**src/rtl/clkdiv_pkg.sv**
```systemverilog
package clkdiv_pkg;
    parameter int CDIV_CNT_W = 6;

    typedef struct packed {
        logic                  hold;
        logic                  bypass;
        logic                  edge_sel;
        logic [CDIV_CNT_W-1:0] hi_cnt;
        logic [CDIV_CNT_W-1:0] lo_cnt;
    } cdiv_word_t;

    localparam int CDIV_WORD_W = $bits(cdiv_word_t);

    localparam cdiv_word_t CDIV_RESET_WORD = '{
        hold: 1'b0, bypass: 1'b1, edge_sel: 1'b0,
        hi_cnt: '0, lo_cnt: '0
    };

    typedef enum logic { CT_LOCKED, CT_RELOCK } ctl_state_t;
    typedef enum logic { PH_HIGH, PH_LOW } ph_state_t;
endpackage

```
**src/rtl/clkdiv_ctrl.sv**
```systemverilog
module clkdiv_ctrl
    import clkdiv_pkg::*;
#(
    parameter int LOCK_CYCLES = 16
) (
    input  logic       clk_ref,
    input  logic       rst_n,
    input  logic       wr_word,
    input  cdiv_word_t wr_data,
    output cdiv_word_t shadow_q,
    output cdiv_word_t active_q,
    output logic       locked,
    output logic       restart
);
    localparam int WAIT_W = $clog2(LOCK_CYCLES + 1);
    localparam logic [WAIT_W-1:0] WAIT_LAST = WAIT_W'(LOCK_CYCLES - 1);

    ctl_state_t        state_q, state_d;
    logic [WAIT_W-1:0] wait_q, wait_d;
    logic              commit;

    assign commit = wr_word && !wr_data.hold;

    always_ff @(posedge clk_ref or negedge rst_n) begin
        if (!rst_n) begin
            state_q  <= CT_LOCKED;
            wait_q   <= '0;
            shadow_q <= CDIV_RESET_WORD;
            active_q <= CDIV_RESET_WORD;
        end else begin
            state_q <= state_d;
            wait_q  <= wait_d;
            if (wr_word)
                shadow_q <= wr_data;
            if (restart)
                active_q <= shadow_q;
        end
    end

    always_comb begin
        state_d = state_q;
        wait_d  = wait_q;
        restart = 1'b0;
        unique case (state_q)
            CT_LOCKED: begin
                if (commit) begin
                    state_d = CT_RELOCK;
                    wait_d  = '0;
                end
            end
            CT_RELOCK: begin
                if (commit) begin
                    wait_d = '0;
                end else if (wait_q == WAIT_LAST) begin
                    state_d = CT_LOCKED;
                    restart = 1'b1;
                end else begin
                    wait_d = wait_q + 1'b1;
                end
            end
        endcase
    end

    assign locked = (state_q == CT_LOCKED);

    AST_COMMIT_DROPS_LOCK: assert property (@(posedge clk_ref) disable iff (!rst_n)
        commit |=> !locked);
    AST_HOLD_KEEPS_SETTING: assert property (@(posedge clk_ref) disable iff (!rst_n)
        (wr_word && wr_data.hold && locked) |=> (locked && $stable(active_q)));
    AST_SETTING_FROZEN_UNLOCKED: assert property (@(posedge clk_ref) disable iff (!rst_n)
        (!locked && $past(!locked)) |-> $stable(active_q));
endmodule

```
**src/rtl/clkdiv_phase.sv**
```systemverilog
module clkdiv_phase
    import clkdiv_pkg::*;
(
    input  logic                  clk_ref,
    input  logic                  rst_n,
    input  logic                  restart,
    input  logic [CDIV_CNT_W-1:0] hi_cnt,
    input  logic [CDIV_CNT_W-1:0] lo_cnt,
    output logic                  q_pos
);
    ph_state_t             state_q, state_d;
    logic [CDIV_CNT_W-1:0] cnt_q, cnt_d;
    logic [CDIV_CNT_W-1:0] hi_eff, lo_eff;

    assign hi_eff = (hi_cnt == '0) ? CDIV_CNT_W'(1) : hi_cnt;
    assign lo_eff = (lo_cnt == '0) ? CDIV_CNT_W'(1) : lo_cnt;

    always_ff @(posedge clk_ref or negedge rst_n) begin
        if (!rst_n) begin
            state_q <= PH_HIGH;
            cnt_q   <= '0;
        end else begin
            state_q <= state_d;
            cnt_q   <= cnt_d;
        end
    end

    always_comb begin
        state_d = state_q;
        cnt_d   = cnt_q + 1'b1;
        if (restart) begin
            state_d = PH_HIGH;
            cnt_d   = '0;
        end else begin
            unique case (state_q)
                PH_HIGH: if (cnt_q == hi_eff - 1'b1) begin
                    state_d = PH_LOW;
                    cnt_d   = '0;
                end
                PH_LOW: if (cnt_q == lo_eff - 1'b1) begin
                    state_d = PH_HIGH;
                    cnt_d   = '0;
                end
            endcase
        end
    end

    assign q_pos = (state_q == PH_HIGH);

    AST_HIGH_WITHIN_COUNT: assert property (@(posedge clk_ref) disable iff (!rst_n)
        (state_q == PH_HIGH) |-> (cnt_q < hi_eff));
    AST_LOW_WITHIN_COUNT: assert property (@(posedge clk_ref) disable iff (!rst_n)
        (state_q == PH_LOW) |-> (cnt_q < lo_eff));
endmodule

```
**src/rtl/clkdiv_outstage.sv**
```systemverilog
module clkdiv_outstage (
    input  logic clk_ref,
    input  logic rst_n,
    input  logic q_pos,
    input  logic edge_sel,
    input  logic bypass,
    output logic clk_out
);
    logic q_neg;

    always_ff @(negedge clk_ref or negedge rst_n) begin
        if (!rst_n) q_neg <= 1'b0;
        else        q_neg <= q_pos;
    end

    always_comb begin
        if (bypass)        clk_out = clk_ref;
        else if (edge_sel) clk_out = q_pos | q_neg;
        else               clk_out = q_pos;
    end
endmodule

```
**src/rtl/clkdiv_relock.sv**
```systemverilog
module clkdiv_relock
    import clkdiv_pkg::*;
#(
    parameter int LOCK_CYCLES = 16
) (
    input  logic        clk_ref,
    input  logic        rst_n,
    input  logic        bus_wr,
    input  logic        bus_addr,
    input  logic [31:0] bus_wdata,
    output logic [31:0] bus_rdata,
    output logic        clk_out
);
    cdiv_word_t shadow_w, active_w;
    logic       locked, restart, q_pos;

    clkdiv_ctrl #(.LOCK_CYCLES(LOCK_CYCLES)) u_ctrl (
        .clk_ref (clk_ref),
        .rst_n   (rst_n),
        .wr_word (bus_wr && !bus_addr),
        .wr_data (cdiv_word_t'(bus_wdata[CDIV_WORD_W-1:0])),
        .shadow_q(shadow_w),
        .active_q(active_w),
        .locked  (locked),
        .restart (restart)
    );

    clkdiv_phase u_phase (
        .clk_ref(clk_ref),
        .rst_n  (rst_n),
        .restart(restart),
        .hi_cnt (active_w.hi_cnt),
        .lo_cnt (active_w.lo_cnt),
        .q_pos  (q_pos)
    );

    clkdiv_outstage u_out (
        .clk_ref (clk_ref),
        .rst_n   (rst_n),
        .q_pos   (q_pos),
        .edge_sel(active_w.edge_sel),
        .bypass  (active_w.bypass),
        .clk_out (clk_out)
    );

    always_comb begin
        bus_rdata = '0;
        if (bus_addr) bus_rdata[0] = locked;
        else          bus_rdata[CDIV_WORD_W-1:0] = shadow_w;
    end

    AST_APPLY_RAISES_LOCK: assert property (@(posedge clk_ref) disable iff (!rst_n)
        restart |=> (locked && active_w == $past(shadow_w)));
endmodule

```
**config.mk**
```make
export PLATFORM = sky130hd
export DESIGN_NAME = clkdiv_relock
export DESIGN_NICKNAME = d
export VERILOG_FILES = /design/src/rtl/clkdiv_pkg.sv /design/src/rtl/clkdiv_ctrl.sv /design/src/rtl/clkdiv_phase.sv /design/src/rtl/clkdiv_outstage.sv /design/src/rtl/clkdiv_relock.sv
export SDC_FILE = /design/constraint.sdc
export NUM_CORES = 1
export LEC_CHECK = 0
export BUFFER_PORTS_ARGS = -buffer_cell sky130_fd_sc_hd__buf_4
export CORE_ASPECT_RATIO = 0.7
export CORE_MARGIN = 4
export CORE_UTILIZATION = 28
export CTS_BUF_LIST = sky130_fd_sc_hd__clkbuf_16
export DETAILED_ROUTE_END_ITERATION = 10
export GPL_ROUTABILITY_DRIVEN = 0
export HOLD_SLACK_MARGIN = 0.15
export SLEW_MARGIN = 20
export SYNTH_ARGS = -nofsm -noshare
export SYNTH_HDL_FRONTEND = slang
export SYNTH_HIERARCHICAL = 1
export SYNTH_SLANG_ARGS = --single-unit
```
**constraint.sdc**
```tcl
create_clock -name clk_ref -period 4.75 [get_ports clk_ref]
set_input_delay 0.2375 -clock clk_ref [delete_from_list [all_inputs] [get_ports clk_ref]]
set_output_delay 0.2375 -clock clk_ref [all_outputs]
set_load 0.01 [all_outputs]
```
==> results of run 1 <==
==> per-layer routing <==
metal / track usage [%] / routed length (um) / share of wire (%) / vias to the layer above
li1: - / - / - / 791
met1: 12.7 / 2350 / 50 / 791
met2: 14.2 / 2080 / 44 / 42
met3: 2.86 / 219 / 4.6 / 6
met4: 2.98 / 65 / 1.4 / 0
met5: 0 / 0 / 0 / -
==> sequential cells by signal (all words and copies together) (netlist names) <==
signal	flops
u_phase/state_q	1
u_ctrl/state_q	1
u_out/q_neg	1
u_ctrl/wait_q	5
u_phase/cnt_q	6
u_ctrl/shadow_q	15
u_ctrl/active_q	14
==> power breakdown <==
group | leakage (uW) | total (uW) | switching [uW] | internal, uW
logic | 0.000705 | 796 | 354 | 442
registers | 0.000528 | 685 | 181 | 503
clock network | 0.0000861 | 364 | 156 | 209
total | 0.00132 | 1850 | 691 | 1150
==> how the worst max path moves through the flow <==
stage / startpoint / endpoint / slack [ns] / depth (start not counted)
6_report: u_out/q_neg / clk_out / 1.07 / 3
5_1_grt: u_out/q_neg / clk_out / 0.96 / 3
4_1_cts: u_out/q_neg / clk_out / 1.04 / 3
3_5_place_dp: u_out/q_neg / clk_out / 1.43 / 3
3_3_place_gp: u_out/q_neg / clk_out / 1.46 / 3
2_1_floorplan: u_out/q_neg / clk_out / 1.50 / 2
==> repair_timing <==
item,4_1_cts,5_1_grt
buffers inserted,0,0
endpoints found under the hold margin,40,0
hold buffers,1,0
endpoints found under the setup margin,0,0
==> worst max-delay path, delay by kind of cell (launching register included) <==
kind                   cells  cell delay (ns)
AO/OA/AOI/OAI              2             0.21
flip-flops                 1             0.41
buffers and inverters      1             0.15
==> cell type report <==
cell class,count,share of cell area (%)
repair buffers,34,8.87
multi-input cells,159,42.7
clock buffers,6,4.57
well taps,120,5.17
inverters,6,0.775
flip-flops and latches,43,37.1
clock inverters,4,0.818
==> stage by stage <==
stage | instance area [sq um] | setup slack, ns | total power [uW]
after detailed placement | 2750 | 1.43 | 1500
after floorplan | 2550 | 1.50 | 1340
final | 2910 | 1.07 | 1850
after CTS | 2910 | 1.04 | 1860
after global routing | 2910 | 0.963 | 1990
after global placement | 2750 | 1.46 | 1470
==> results, run 1 <==
- The slew of the pin with the lowest slew margin is 0.836 ns.
- The filler cell count is 883.
- In the layout the commonest cells are 40 x sky130_fd_sc_hd__dfrtp_1, 34 x sky130_fd_sc_hd__buf_4, 22 x sky130_fd_sc_hd__mux2_2.
- The total wire length is 4720 um.
- Counting along the longest clock path gives a buffer depth of 2.
- The slowest stage of the critical path belongs to the cell sky130_fd_sc_hd__dfrtn_1.
- The count of max-cap constraint violations is 0.
- The floorplan step defined a die boundary enclosing 10,500 sq um.
- Dividing total power by cell area gives a power density of 635 nW/um^2.
- The setup-violating endpoint count in the final report is 0.
- Synthesis handed over a netlist of 217 instances.
- The clock tree skew after final layout is 0.0232 ns.
- The core region is 8550 sq um.
- Setup repair after global routing left no endpoint under its margin.
- The site row count is 28.
- The min-delay analysis places its worst path in the category input port to flop.
- The total overflow left after global routing is 0.
- The capture instance of the worst register-to-register path is u_out/q_neg.
- Once layout is complete, the utilization of the core stands at 34.0%.
- The critical path goes through a211oi_2, a21oi_1, buf_4.
- The worst hold-check slack is 0.184 ns.
- After clock tree synthesis, the clock-pin slew on the worst setup and hold paths is 0.07 ns.
- The share of layout cells above drive strength 1 is 34.1%.
- The via count of the first global-routing pass is 1,623.
- The critical path endpoint category is an output port.
- CTS built an H-tree with a depth of 2.
- The die extent in y is 87.0 um.
- Detailed placement ended at an HPWL of 3440 um.
- The worst register-to-register path has a depth of 1.
- The root buffer cell is sky130_fd_sc_hd__clkbuf_16.
- The net count reported at finish is 292.
- In this run the horizontal extent of the chip is 121 um.
- Measured against its own limit, the worst slew margin works out to 44.3%.
- 0 antenna diodes ended up in the layout.
- The wire length per cell is 12.7 um.
- The worst supply voltage drop on vdd is 0.000300 V.
- In this run the tool buffered the top-level ports with 34 buffer cells.
- In the routed layout, each cell is associated on average with a via count of 4.38.
- Counting the buffers created by CTS gives 5.
- The first-pass iteration count of the detailed router is 4.
- The multi-input combinational cells in the finished layout cover a total of 1240 sq um.
- The area growth from synthesis to layout is 16.4%.
- The highest fanout seen on the critical path is 1.
- In this run the count of I/O pins placed on the die edge is 69.
- The worst hold path terminates at u_ctrl/shadow_q[12].
- The routed layout has 1,630 vias.
- The worst path required time is 4.51 ns.
- For the worst-skew pair, the clock arrives at the later sink with an insertion delay of 0.30 ns.
- In this run the critical register-to-register path is launched from u_phase/state_q.
- The critical hold path startpoint is bus_wdata[12].
- The final number of hold-violating endpoints is 0.
- The number of max-slew violations in the final report is 0.
- The antenna violation net count after detailed routing is 0.
- In this run, placement finished with an instance count of 363.
- The number of antenna violations at the first check in global routing is 0.
- Summing all flip-flop and latch instances after layout gives 1080 sq um.
- The global-route total usage across every layer is 9.31%.
- Summed over all failing endpoints, the final setup total negative slack is 0 ns.
- The run finished with clean final reports.
- The highest cell delay on the worst timing path is 0.41 ns.
- Summed over all cells, the static leakage comes to 0.00132 uW.
- Data on the critical path arrives at its endpoint at 3.45 ns.
- STA classifies the critical path startpoint as a flop.
- The hold-critical path depth is 2.
- Dividing the synthesized area by the synthesized cell count gives 11.5 sq um.
- The effective utilization at floorplan is 29.2%.
- The detailed router's first-iteration violation count is 75.
- For flop-to-flop paths, the worst setup slack is 1.67 ns.
- Entering global routing, the biggest net connects 44 pins.
- The worst setup path is of the flop to output port kind.
- The number of cells upsized or downsized after cts is 0.
- Leaving out fill and tap cells, the most frequent cell in the layout is sky130_fd_sc_hd__dfrtp_1.
- In the routed design, unresolved DRC markers number 0.
- The first global-routing pass estimated 7860 um of wire.
- The TritonCTS clock tree is yes.
- The total of warnings raised by yosys is 6.
- After synthesis the cells add up to 2490 sq um.
- The final standard cell count with taps included and fillers excluded is 372.
No activity file was read; power rests on OpenSTA's default activity.
==> inputs of run 2 (changes only) <==
- clock period: 4.75 -> 3.4 ns (I/O delays scaled with it)
==> results, run 2 (synthesized netlist as in run 1, its figures left out) <==
- The antenna violation net count after detailed routing is 0 (unchanged).
- The worst register-to-register path begins at u_ctrl/active_q[8].
- The critical path endpoint category is an output port.
- The arrival time reported for the critical path endpoint is 2.75 ns (-0.70 ns).
- Setup repair after global routing left no endpoint under its margin.
- The worst path required time came to 3.23 ns (-1.28 ns).
- The static leakage power came to 0.00139 uW (+5.6%).
- The number of cells upsized or downsized after cts is 0 (unchanged).
- The number of stages on the worst setup path was 3 (unchanged).
- The final standard cell count with taps included and fillers excluded came to 389 (+4.6%).
- The capture point of the worst path is clk_out.
- The count of buffers from port buffering is 34 (unchanged).
- The number of cell instances on the worst register-to-register path is 9 (+8).
- The cell area reported after detailed placement is 2770 sq um (+0.55%).
- The flow ran to the end, and the final reports show no timing, DRC or antenna violations.
- The total wire length was 4900 um (+3.8%).
- The setup-violating endpoint count in the final report is 0 (unchanged).
- The largest delay contributor family on the critical path is flip-flops.
- The highest cell delay on the worst timing path was 0.40 ns (about the same).
- In the final layout, the registers with the most flip-flops are u_ctrl/shadow_q (15), u_ctrl/active_q (14), u_phase/cnt_q (6).
- The setup slack on the worst flop-to-flop path was 0.71 ns (-0.96 ns).
- The detailed router's first-iteration violation count is 50 (-33%).
- The highest fanout seen on the critical path is 1 (unchanged).
- The area growth from synthesis to layout is 22.9%.
- The wire length of the first global-routing pass is 8350 um (+6.2%).
- The total negative setup slack is 0 ns (unchanged).
- The power density over the cells came to 838 nW/um^2 (+32%).
- The critical path starts at u_out/q_neg.
- Among all stages on the critical path, the largest delay is contributed by sky130_fd_sc_hd__dfrtn_1.
- The total chip power is 2570 uW (+39%).
- The residual overflow from global routing is 0 (unchanged).
- The H-tree level count is 2 (unchanged).
- The capture instance of the worst register-to-register path is u_phase/cnt_q[4].
- The via-per-instance ratio came to 4.31 (-1.7%).
- The floorplan core area is 8550 sq um (unchanged).
- The count of buffer and inverter cells on the critical path is 1 (unchanged).
- The worst supply voltage drop on vdd is 0.000359 V (+20%).
- In this run the worst hold path is classified as input port to flop.
- The final number of hold-violating endpoints is 0 (unchanged).
- The worst setup path is launched from a flop.
- The via count of the first global-routing pass came to 1,717 (+5.8%).
- The global-route total usage across every layer is 10.0% (+0.73 points).
- The overall die area came to 10,500 sq um (unchanged).
- The die extent in y is 87.0 um (unchanged).
- The number of max-slew violations in the final report is 0 (unchanged).
- The insertion delay of the later-clocked pin in the worst-skew pair is 0.30 ns (about the same).
- The placed cell count is 365 (+0.55%).
- The deepest clock path buffer count came to 2 (unchanged).
- The critical path goes through a211oi_2, a21oi_1, buf_4.
- The count of max-cap constraint violations came to 0 (unchanged).
- The routed via count was 1,676 (+2.8%).
- The pin count of the biggest net entering global routing was 43 (-2.3%).
- The first-pass iteration count of the detailed router was 4 (unchanged).
- The worst relative slew slack is 65.2% (+21 points).
- The number of antenna violations at the first check in global routing came to 0 (unchanged).
- The TritonCTS buffer count is 5 (unchanged).
- The DRC violations left was 0 (unchanged).
- The setup fix buffers added after clock tree synthesis came to 0 (unchanged).
- The wire length per cell is 12.6 um (-0.74%).
- In the layout the commonest cells are 40 x sky130_fd_sc_hd__dfrtp_1, 36 x sky130_fd_sc_hd__buf_4, 22 x sky130_fd_sc_hd__mux2_2.
- The worst setup path is of the flop to output port kind.
- The die width is 121 um (unchanged).
- The clock-pin transition on the worst setup and hold timing paths is 0.06 ns (about the same).
- The flip-flop count of the largest register after layout came to 15 (unchanged).
- The share of layout cells above drive strength 1 came to 32.0% (-2.2 points).
- In this run the clock root is driven by a sky130_fd_sc_hd__clkbuf_16.
- The register bank with the most flops is u_ctrl/shadow_q.
- The slew of the pin with the lowest slew margin came to 0.523 ns (-0.313 ns).
- The final design area excluding fillers is 3070 sq um (+5.6%).
- The number of diodes is 0 (unchanged).
- The final cell utilization of the core came to 35.9% (+1.9 points).
- The clock tree skew after final layout is 0.0228 ns (-0.000425 ns).
- The top-level port count is 69 (unchanged).
- The effective utilization at floorplan was 29.2% (unchanged).
- The net count reported at finish is 309 (+5.8%).
- The total half-perimeter wirelength after legalization and detailed placement came to 3530 um (+2.6%).
- The most common cell after layout, fill and taps aside is sky130_fd_sc_hd__dfrtp_1.
- The site row count came to 28 (unchanged).
- The TritonCTS clock tree is yes.
-- run 2: report_power, final --
group	switching (uW)	internal, uW
combinational	491	629
clock	210	286
sequential	249	704
total	950	1620
-- run 2: per-stage QoR --
step	setup slack [ns]	hold slack, ns
floorplan	0.888	-0.126
global placement	0.791	0.297
detailed placement	0.766	0.296
CTS	0.452	0.502
global route	0.375	0.514
finish	0.480	0.494
-- run 2: cell type report --
class                      count  area [sq um]
fill                         871          5480
multi-input combinational    159          1240
sequential                    43          1080
timing repair buffer          51           423
tap                          120           150
clock buffer                   6           133
inverter                       6          22.5
clock inverter                 4          20.0
-- run 2: what timing repair did --
item / CTS / global route
setup endpoints to repair: 0 / 0
hold buffers: 16 / 0
endpoints found under the hold margin: 55 / 0
-- run 2: routing by layer --
layer,share of wire [%],vias up,track usage (%)
li1,-,826,-
met1,48,805,13.0
met2,46,40,16.5
met3,5.1,5,3.05
met4,0.98,0,2.57
met5,0,-,0
-- run 2: worst min path at each step --
| stage | cells after the start | startpoint | endpoint | slack, ns |
|---|---|---|---|---|
| after floorplan | 0 | rst_n | u_ctrl/active_q[0] | -0.13 |
| after global placement | 2 | rst_n | u_ctrl/shadow_q[14] | 0.30 |
| after detailed placement | 2 | rst_n | u_ctrl/shadow_q[14] | 0.30 |
| after CTS | 1 | u_ctrl/shadow_q[14] | u_ctrl/shadow_q[14] | 0.50 |
| after global routing | 1 | u_ctrl/shadow_q[14] | u_ctrl/shadow_q[14] | 0.51 |
| final | 5 | bus_wr | u_ctrl/state_q | 0.49 |
-- run 2: worst register-to-register path: stages, from the launching register on --
cell	delay, ns
sky130_fd_sc_hd__dfrtp_1	0.44
sky130_fd_sc_hd__or4_4	0.55
sky130_fd_sc_hd__nor2_1	0.11
sky130_fd_sc_hd__nor2_1	0.05
sky130_fd_sc_hd__ha_1	0.31
sky130_fd_sc_hd__xnor2_1	0.13
sky130_fd_sc_hd__or2_2	0.26
sky130_fd_sc_hd__mux2_2	0.30
sky130_fd_sc_hd__nor3_4	0.30
sky130_fd_sc_hd__nor3_1	0.10
